<file path="config.mk">
export PLATFORM = sky130hd
export DESIGN_NAME = nearest_rate_selector
export DESIGN_NICKNAME = d
export VERILOG_FILES = /design/src/rtl/rate_sel_pkg.sv /design/src/rtl/rate_sel_rom.sv /design/src/rtl/rate_sel_ctrl.sv /design/src/rtl/rate_sel_datapath.sv /design/src/rtl/nearest_rate_selector.sv
export SDC_FILE = /design/constraint.sdc
export NUM_CORES = 1
export LEC_CHECK = 0
export ABC_AREA = 0
export BUFFER_PORTS_ARGS = -buffer_cell sky130_fd_sc_hd__buf_2
export CAP_MARGIN = 20
export CORE_ASPECT_RATIO = 2
export CORE_MARGIN = 4
export CORE_UTILIZATION = 45
export DETAILED_ROUTE_END_ITERATION = 16
export GPL_ROUTABILITY_DRIVEN = 1
export PLACE_DENSITY = 0.61
export SLEW_MARGIN = 20
export SYNTH_ARGS = -nofsm -noshare
export SYNTH_HDL_FRONTEND = slang
export SYNTH_HIERARCHICAL = 1
export SYNTH_SLANG_ARGS = --single-unit
export TNS_END_PERCENT = 50
</file>
<file path="constraint.sdc">
create_clock -name clk -period 8.72 [get_ports clk]
set_clock_uncertainty 0.1 [all_clocks]
set_input_delay 0.872 -clock clk [delete_from_list [all_inputs] [get_ports clk]]
set_output_delay 0.872 -clock clk [all_outputs]
set_load 0.01 [all_outputs]
</file>
<file path="src/rtl/rate_sel_pkg.sv">
package rate_sel_pkg;

  localparam int RATE_W      = 32;
  localparam int WORD_W      = 32;
  localparam int IDIV_W      = 5;
  localparam int FBDIV_W     = 7;
  localparam int ODIV_W      = 2;
  localparam int BAND_W      = 2;
  localparam int IDIV_LSB    = 4;
  localparam int FBDIV_LSB   = 9;
  localparam int ODIV_LSB    = 2;
  localparam int BAND_LSB    = 20;
  localparam int TABLE_SEL_W = 2;

  typedef struct packed {
    logic [RATE_W-1:0]  rate;
    logic [IDIV_W-1:0]  idiv;
    logic [FBDIV_W-1:0] fbdiv;
    logic [ODIV_W-1:0]  odiv;
    logic [BAND_W-1:0]  band;
  } pll_entry_t;

  // strobes from the sequencer to the datapath
  typedef struct packed {
    logic captureReq;
    logic advance;
    logic takeCand;
    logic firstCand;
    logic emitBest;
    logic emitMatch;
    logic emitError;
  } scan_strobe_t;

  function automatic pll_entry_t makeEntry(input logic [RATE_W-1:0] r,
                                           input int unsigned i,
                                           input int unsigned f,
                                           input int unsigned o);
    pll_entry_t e;
    e.rate  = r;
    e.idiv  = IDIV_W'(i);
    e.fbdiv = FBDIV_W'(f);
    e.odiv  = ODIV_W'(o);
    e.band  = '0;
    return e;
  endfunction

  // power-down (bit 0) and bypass (bit 1) are left clear
  function automatic logic [WORD_W-1:0] packWord(input pll_entry_t e);
    logic [WORD_W-1:0] w;
    w = '0;
    w[IDIV_LSB  +: IDIV_W]  = e.idiv;
    w[FBDIV_LSB +: FBDIV_W] = e.fbdiv;
    w[ODIV_LSB  +: ODIV_W]  = e.odiv;
    w[BAND_LSB  +: BAND_W]  = e.band;
    return w;
  endfunction

endpackage

</file>
<file path="src/rtl/rate_sel_rom.sv">
module rate_sel_rom
  import rate_sel_pkg::*;
#(
  parameter int DEPTH = 20
) (
  input  logic [TABLE_SEL_W-1:0]     tableSel,
  input  logic [$clog2(DEPTH)-1:0]   idx,
  output pll_entry_t                 entry
);
  localparam int IDX_W = $clog2(DEPTH);
  localparam logic [IDX_W-1:0] LAST_IDX = IDX_W'(DEPTH - 1);

  pll_entry_t rawEntry;

  always_comb begin
    rawEntry = '0;
    unique case (tableSel)
      2'd0: begin
        case (idx)
          IDX_W'(0):  rawEntry = makeEntry(32'd100000000,  0, 11, 3);
          IDX_W'(1):  rawEntry = makeEntry(32'd133000000,  0, 15, 3);
          IDX_W'(2):  rawEntry = makeEntry(32'd200000000,  1, 47, 3);
          IDX_W'(3):  rawEntry = makeEntry(32'd233000000,  1, 27, 2);
          IDX_W'(4):  rawEntry = makeEntry(32'd300000000,  1, 35, 2);
          IDX_W'(5):  rawEntry = makeEntry(32'd333000000,  1, 39, 2);
          IDX_W'(6):  rawEntry = makeEntry(32'd400000000,  1, 47, 2);
          IDX_W'(7):  rawEntry = makeEntry(32'd500000000,  0, 14, 1);
          IDX_W'(8):  rawEntry = makeEntry(32'd600000000,  0, 17, 1);
          IDX_W'(9):  rawEntry = makeEntry(32'd700000000,  0, 20, 1);
          IDX_W'(10): rawEntry = makeEntry(32'd800000000,  0, 23, 1);
          IDX_W'(11): rawEntry = makeEntry(32'd900000000,  1, 26, 0);
          IDX_W'(12): rawEntry = makeEntry(32'd1000000000, 1, 29, 0);
          IDX_W'(13): rawEntry = makeEntry(32'd1100000000, 1, 32, 0);
          IDX_W'(14): rawEntry = makeEntry(32'd1200000000, 1, 35, 0);
          IDX_W'(15): rawEntry = makeEntry(32'd1300000000, 1, 38, 0);
          IDX_W'(16): rawEntry = makeEntry(32'd1400000000, 1, 41, 0);
          IDX_W'(17): rawEntry = makeEntry(32'd1500000000, 1, 44, 0);
          IDX_W'(18): rawEntry = makeEntry(32'd1600000000, 1, 47, 0);
          default:    rawEntry = '0;
        endcase
      end
      2'd1: begin
        case (idx)
          IDX_W'(0): rawEntry = makeEntry(32'd297000000, 0, 21, 2);
          IDX_W'(1): rawEntry = makeEntry(32'd540000000, 0, 19, 1);
          IDX_W'(2): rawEntry = makeEntry(32'd594000000, 0, 21, 1);
          default:   rawEntry = '0;
        endcase
      end
      default: rawEntry = '0;
    endcase
  end

  // the final slot is always a terminator, whatever DEPTH is
  always_comb begin
    entry = rawEntry;
    if (idx >= LAST_IDX) entry = '0;
  end

endmodule

</file>
<file path="src/rtl/rate_sel_ctrl.sv">
module rate_sel_ctrl
  import rate_sel_pkg::*;
#(
  parameter int DEPTH = 20
) (
  input  logic                     clk,
  input  logic                     rstN,
  input  logic                     reqValid,
  output logic                     reqReady,
  input  logic                     reqKind,
  input  logic                     entryZero,
  input  logic                     exactHit,
  input  logic                     closer,
  output logic [$clog2(DEPTH)-1:0] idx,
  output scan_strobe_t             strb
);
  localparam int IDX_W = $clog2(DEPTH);
  localparam logic [IDX_W-1:0] LAST_IDX = IDX_W'(DEPTH - 1);

  typedef enum logic {ST_IDLE, ST_SCAN} state_t;

  state_t           state;
  logic             kindQ;
  logic [IDX_W-1:0] idxQ;
  logic             isFirst;
  logic             isLast;
  logic             anyEmit;

  assign idx      = idxQ;
  assign reqReady = (state == ST_IDLE);
  assign isFirst  = (idxQ == '0);
  assign isLast   = (idxQ == LAST_IDX);
  assign anyEmit  = strb.emitBest | strb.emitMatch | strb.emitError;

  always_comb begin
    strb = '0;
    unique case (state)
      ST_IDLE: strb.captureReq = reqValid;
      ST_SCAN: begin
        if (!kindQ) begin
          if (entryZero) begin
            if (isFirst) strb.emitError = 1'b1;
            else         strb.emitBest  = 1'b1;
          end else begin
            strb.takeCand  = isFirst | closer;
            strb.firstCand = isFirst;
            if (isLast) strb.emitBest = 1'b1;
            else        strb.advance  = 1'b1;
          end
        end else begin
          if (entryZero)     strb.emitError = 1'b1;
          else if (exactHit) strb.emitMatch = 1'b1;
          else if (isLast)   strb.emitError = 1'b1;
          else               strb.advance   = 1'b1;
        end
      end
      default: strb = '0;
    endcase
  end

  always_ff @(posedge clk) begin
    if (!rstN) begin
      state <= ST_IDLE;
      kindQ <= 1'b0;
      idxQ  <= '0;
    end else begin
      unique case (state)
        ST_IDLE: begin
          if (strb.captureReq) begin
            state <= ST_SCAN;
            kindQ <= reqKind;
            idxQ  <= '0;
          end
        end
        ST_SCAN: begin
          if (strb.advance) idxQ <= idxQ + 1'b1;
          if (anyEmit)      state <= ST_IDLE;
        end
        default: state <= ST_IDLE;
      endcase
    end
  end

  // the walk never leaves the table
  assert_idx_bound_R5: assert property (@(posedge clk) disable iff (!rstN)
    idxQ <= LAST_IDX);

  // at most one kind of response per cycle
  assert_single_emit_R2: assert property (@(posedge clk) disable iff (!rstN)
    $onehot0({strb.emitBest, strb.emitMatch, strb.emitError}));

  // busy right after acceptance
  assert_busy_after_accept_R2: assert property (@(posedge clk) disable iff (!rstN)
    (reqValid && reqReady) |=> !reqReady);

endmodule

</file>
<file path="src/rtl/rate_sel_datapath.sv">
module rate_sel_datapath
  import rate_sel_pkg::*;
#(
  parameter int DEPTH = 20
) (
  input  logic                     clk,
  input  logic                     rstN,
  input  scan_strobe_t             strb,
  input  logic [RATE_W-1:0]        reqRate,
  input  logic [TABLE_SEL_W-1:0]   reqTable,
  input  logic [$clog2(DEPTH)-1:0] idx,
  output logic                     entryZero,
  output logic                     exactHit,
  output logic                     closer,
  output logic                     rspValid,
  output logic                     rspError,
  output logic [RATE_W-1:0]        rspRate,
  output logic [WORD_W-1:0]        rspCtrlWord
);
  logic [RATE_W-1:0]      reqRateQ;
  logic [TABLE_SEL_W-1:0] tableQ;
  pll_entry_t             entry;
  logic [RATE_W-1:0]      candDist;
  logic [WORD_W-1:0]      candWord;
  logic [RATE_W-1:0]      bestRate;
  logic [WORD_W-1:0]      bestWord;
  logic [RATE_W-1:0]      bestDist;

  rate_sel_rom #(.DEPTH(DEPTH)) u_rom (
    .tableSel (tableQ),
    .idx      (idx),
    .entry    (entry)
  );

  // larger minus smaller keeps the distance unsigned
  assign candDist  = (entry.rate >= reqRateQ) ? (entry.rate - reqRateQ)
                                              : (reqRateQ - entry.rate);
  assign candWord  = packWord(entry);
  assign entryZero = (entry.rate == '0);
  assign exactHit  = (entry.rate == reqRateQ);
  assign closer    = (candDist < bestDist);

  always_ff @(posedge clk) begin
    if (!rstN) begin
      reqRateQ <= '0;
      tableQ   <= '0;
      bestRate <= '0;
      bestWord <= '0;
      bestDist <= '0;
    end else begin
      if (strb.captureReq) begin
        reqRateQ <= reqRate;
        tableQ   <= reqTable;
      end
      if (strb.takeCand) begin
        bestRate <= entry.rate;
        bestWord <= candWord;
        bestDist <= candDist;
      end
    end
  end

  always_ff @(posedge clk) begin
    if (!rstN) begin
      rspValid    <= 1'b0;
      rspError    <= 1'b0;
      rspRate     <= '0;
      rspCtrlWord <= '0;
    end else begin
      rspValid <= strb.emitBest | strb.emitMatch | strb.emitError;
      if (strb.emitError) begin
        rspError    <= 1'b1;
        rspRate     <= '0;
        rspCtrlWord <= '0;
      end else if (strb.emitMatch || (strb.emitBest && strb.takeCand)) begin
        rspError    <= 1'b0;
        rspRate     <= entry.rate;
        rspCtrlWord <= candWord;
      end else if (strb.emitBest) begin
        rspError    <= 1'b0;
        rspRate     <= bestRate;
        rspCtrlWord <= bestWord;
      end
    end
  end

  // a replacement is strictly closer than what it displaces
  assert_closer_replace_R3: assert property (@(posedge clk) disable iff (!rstN)
    (strb.takeCand && !strb.firstCand) |=> (bestDist < $past(bestDist)));

  // response strobe lasts one cycle
  assert_rsp_pulse_R2: assert property (@(posedge clk) disable iff (!rstN)
    rspValid |=> !rspValid);

  // good responses keep power-down and bypass clear
  assert_ctrl_bits_clear_R6: assert property (@(posedge clk) disable iff (!rstN)
    (rspValid && !rspError) |-> (rspCtrlWord[1:0] == 2'b00 && rspRate != '0));

  // error responses carry zero fields
  assert_error_zero_R7: assert property (@(posedge clk) disable iff (!rstN)
    (rspValid && rspError) |-> (rspRate == '0 && rspCtrlWord == '0));

endmodule

</file>
<file path="src/rtl/nearest_rate_selector.sv">
module nearest_rate_selector
  import rate_sel_pkg::*;
#(
  parameter int DEPTH = 20
) (
  input  logic        clk,
  input  logic        rstN,
  input  logic        reqValid,
  output logic        reqReady,
  input  logic        reqKind,
  input  logic [1:0]  reqTable,
  input  logic [31:0] reqRate,
  output logic        rspValid,
  output logic        rspError,
  output logic [31:0] rspRate,
  output logic [31:0] rspCtrlWord
);
  localparam int IDX_W = $clog2(DEPTH);

  scan_strobe_t     strb;
  logic [IDX_W-1:0] idx;
  logic             entryZero;
  logic             exactHit;
  logic             closer;

  rate_sel_ctrl #(.DEPTH(DEPTH)) u_ctrl (
    .clk       (clk),
    .rstN      (rstN),
    .reqValid  (reqValid),
    .reqReady  (reqReady),
    .reqKind   (reqKind),
    .entryZero (entryZero),
    .exactHit  (exactHit),
    .closer    (closer),
    .idx       (idx),
    .strb      (strb)
  );

  rate_sel_datapath #(.DEPTH(DEPTH)) u_dp (
    .clk         (clk),
    .rstN        (rstN),
    .strb        (strb),
    .reqRate     (reqRate),
    .reqTable    (reqTable),
    .idx         (idx),
    .entryZero   (entryZero),
    .exactHit    (exactHit),
    .closer      (closer),
    .rspValid    (rspValid),
    .rspError    (rspError),
    .rspRate     (rspRate),
    .rspCtrlWord (rspCtrlWord)
  );

endmodule

</file>
# ---- Yosys cells after proc, flatten, opt, wreduce, memory -nomap -nowiden
# Memory sizes are Yosys's and may differ from the RTL's. A register that Yosys moved wholly into a read port is not among the register bits.
# Index checks and enable logic that the tools add are counted.
dict set report totals {
  register_bits 171
  rom_bits 1056
  input_bits 38
  out_inout_bits 67
  elab_cells 79
  n_memories 1
}
dict set report classes {
  n_addsub 3
  magnitude_cmp 3
  eq_ne 7
  mux 38
  n_bitwise 5
  n_reduce_logical 10
}
# name depth width read_ports rd_clocked_by_memory_dff write_ports line
set mem_list {}
lappend mem_list {{(name not given)} 32 33 1 1 0 rate_sel_rom.sv:19} ;# case (idx)
# operator count
set op_table {}
lappend op_table {{$pmux W46 S3} 1}
lappend op_table {{$mux W32} 3}
lappend op_table {{$pmux W48 S2} 1}
lappend op_table {{$sub A32 B32 Y32} 2}
lappend op_table {{$mux W48} 1}
lappend op_table {{$mux W22} 2}
lappend op_table {{$eq A32 B32 Y1} 1}
lappend op_table {{$ge A32 B32 Y1} 1}
lappend op_table {{$logic_not A32 Y1} 1}
lappend op_table {{$lt A32 B32 Y1} 1}
lappend op_table {{$mux W1} 21}
lappend op_table {{$mux W5} 4}
lappend op_table {{$pmux W5 S2} 1}
lappend op_table {{$mux W3} 2}
lappend op_table {{$mux W6} 1}
lappend op_table {{$add A5 B1 Y5 const B} 1}
lappend op_table {{$eq A5 B1 Y1 const B} 1}
lappend op_table {{$eq A5 B2 Y1 const B} 1}
lappend op_table {{$eq A5 B5 Y1 const B} 1}
lappend op_table {{$ge A5 B5 Y1 const B} 1}
lappend op_table {{$logic_not A5 Y1} 1}
lappend op_table {{$reduce_and A2 Y1} 2}
lappend op_table {{$or A1 B1 Y1} 3}
lappend op_table {{$reduce_bool A3 Y1} 1}
lappend op_table {{10 further kinds} 11}

# ---- Depth between registers and ports, before layout
dict set report logic_depth {
  word_depth 15
  ltp_mapped 35
  depth_no_buf 29
}

# ---- Cells and area by module
# The synthesis kept the hierarchy.
# module instances cells_each area_each_um2 seq_area_each_um2
set modules_own_cells {}
lappend modules_own_cells {rate_sel_datapath 1 1390 11143.2 3283.1}
lappend modules_own_cells {rate_sel_rom 1 193 1287.5 0.0}
lappend modules_own_cells {rate_sel_ctrl 1 55 447.9 140.1}

# ---- Least setup slack after synthesis
# OpenSTA, ideal clock, no wires.
dict set report synth_timing {
  path_kind {flip-flop to flip-flop}
  start {register u_ctrl.idxQ[2], in the netlist u_ctrl/idx[2]}
  end {register u_dp.bestRate[10]}
  t_arrival_ns 6.994
  t_required_ns 8.492
  path_slack_ns 1.498
  path_stages_with_launch 34
  path_buffers 6
  synth_period_minus_slack_ns 7.222
  cell_sequence {dfxtp_1 > buf_6 > inv_1 > ha_1 > a2111o_1 > a21oi_1 > nand2_1 > o21ai_0 > ha_1 > buf_2 > nand4_1 > or4_4 > o211ai_2 > o21ai_4 > nand2_4 > clkbuf_4 > mux2i_1 > xnor2_1 > ha_1 > a21o_1 > a21o_1 > a21o_1 > a21o_1 > a21oi_1 > nand3_1 > a211o_1 > a221oi_1 > inv_1 > a211oi_1 > clkbuf_1 > clkbuf_1 > buf_1 > mux2i_1 > nor2_1}
}
# element line
set synth_lines {}
lappend synth_lines {{from (decl)} rate_sel_ctrl.sv:24} ;# logic [IDX_W-1:0] idxQ;
lappend synth_lines {{from (signal assigned)} rate_sel_ctrl.sv:76} ;# if (strb.advance) idxQ <= idxQ + 1'b1;
lappend synth_lines {{to (signal assigned)} rate_sel_datapath.sv:56} ;# bestRate <= entry.rate;
lappend synth_lines {{to (decl)} rate_sel_datapath.sv:25} ;# logic [RATE_W-1:0] bestRate;

==> out/qor.csv <==
metric,value,unit
status,finished clean,
hold_buffers,0,
row_count,87,
post_cts_resized,0,
syn_area,12900,sq um
switching_share,38.7,%
finalCriticalPeriod,8.05,ns
fin_crit_sh,92.3,%
path_clk_slew,0.07,ns
antenna_found_initial,0,
p_int,1.66,mW
numCtsBuffers,17,
routed_wl,41900,um
io_pins,105,
fin_tns_setup,0,ns
port_buffers,88,
cap_viol_max_count,0,
layout_commonest_cell,nor2_1,
slew_viol_final,0,
die_h,247,um
finalSetupViolCount,0,
core-area,28200,sq um
dp_cells,2016,
viasPerCell,5.96,
max-vdd-ir-drop,144,uV
cts_tree,done,
fin_nets,1825,
syn_inst,1637,
cts_num_sinks,171,
p_sw,1.05,mW
clock_path_buffers,2,
final_util,50.2,%
post_drt_wl_per_cell,20.5,um
synth_area_per_cell,7.86,sq um
antenna_cells,0,
min_path_type,flop to flop,
first_iter_violations,783,
vias,12199,
die_x,128,um
worstMarginPinSlew,1.05,ns
dpl-instance-area,13600,sq um
pwr-share-seq,31.7,%
htree_levels,4,
finalHoldViolations,0,
crit_required,8.97,ns
fill_cells,2797,
p_clk_share,29.0,%
cp_max_fo,46,
grt_pass1_wl,65200,um
die-area,31500,sq um
p_leak,5.93,nW
slew_headroom,29.8,%
area_delta_synth_final,9.90,%
grt.total_usage,26.3,%
fin_cells,2048,
fin_ws,0.675,ns
powerDensity,191,nW/um^2
grt_pass1_vias,11949,
start_util,45.7,%
design_area,14100,sq um
dr.pass1.iters,6,
met3_length,1590,um
timing.fmax,0.124,GHz
routed-wl-met2,22500,um
rsz0062_at_grt,no,
highest_layer,met4,
wl_met1,15200,um
cpPeakStageDelay,1.01,ns
p_comb_share,39.3,%
grt_max_degree,67,
gp_congestion,1.00,
drive_gt1_share,12.9,%
end_kind,flop,
cts_setup_buffers,0,
drc,0,
gr-total-overflow,0,
yosysWarnings,6,
dp_worst_setup_slack,0.860,ns
crit_slowest_cell,dfxtp_1,
cts_root_buf,clkbuf_16,
cp.arrival,8.29,ns
clock_latency,0.46,ns
mostFrequentLayoutCells,"nor2_1, dfxtp_1, inv_1",
start_kind,flop,
post-dp-hpwl,32100,um
ant_nets,0,
criticalPathCategory,flop to flop,
[power groups by stage]
stage                     sequential [mW]  combinational (mW)  clock [mW]
after floorplan                     0.867               0.781           0
after CTS                           0.859                1.05       0.806
after global routing                0.864                1.17       0.831
after global placement              0.876                1.04           0
after detailed placement            0.877                1.05           0
final                               0.859                1.06       0.786
[per-layer routing]
| layer | vias to the layer above | track usage, % |
|---|---|---|
| met5 | - | 0 |
| met4 | 0 | 15.0 |
| met3 | 127 | 3.24 |
| met2 | 382 | 49.9 |
| met1 | 5830 | 27.3 |
| li1 | 5860 | - |
[worst paths after layout]
check	from	end	slack, ns	cells past startpoint
hold / removal	u_dp/bestDist[2]	u_dp/bestDist[2]	0.37	2
setup / recovery	u_ctrl/idx[3]	u_dp/rspRate[18]	0.67	26
hold reg to reg	u_dp/bestDist[2]	u_dp/bestDist[2]	0.37	2
setup reg to reg	u_ctrl/idx[3]	u_dp/rspRate[18]	0.67	26
[sequential cells by signal, summed over array words and instances (netlist names)]
signal,count
u_ctrl/idx,5
u_ctrl/kindQ,1
u_ctrl/state,1
u_dp/bestDist,32
u_dp/bestRate,32
u_dp/bestWord,16
u_dp/reqRateQ,32
u_dp/rspCtrlWord,16
u_dp/rspError,1
u_dp/rspRate,32
u_dp/rspValid,1
u_dp/tableQ,2
[worst max-delay path: cells and delay by family, from the launching register on]
kind	cells	cell delay (ns)
AO/OA/AOI/OAI	16	3.89
XOR/XNOR	1	0.27
adder cells (fa/ha/maj)	2	0.78
buffers and inverters	4	0.91
flip-flops	1	1.01
multiplexers	1	0.19
AND/OR/NAND/NOR	2	0.69
[layout make-up]
type,count,area [sq um],share of cell area (%)
well taps,356,445,3.15
clock inverters,14,154,1.09
inverters,124,465,3.29
flip-flops and latches,171,3420,24.2
multi-input cells,1229,8400,59.3
clock buffers,18,439,3.10
repair buffers,136,826,5.84
[per-stage QoR]
stage          total power, mW  hold slack, ns
3_3_place_gp              1.92           0.355
2_1_floorplan             1.65           0.345
4_1_cts                   2.72           0.371
5_1_grt                   2.87           0.386
3_5_place_dp              1.92           0.360
6_report                  2.71           0.373
(Power assumes the default switching activity.)
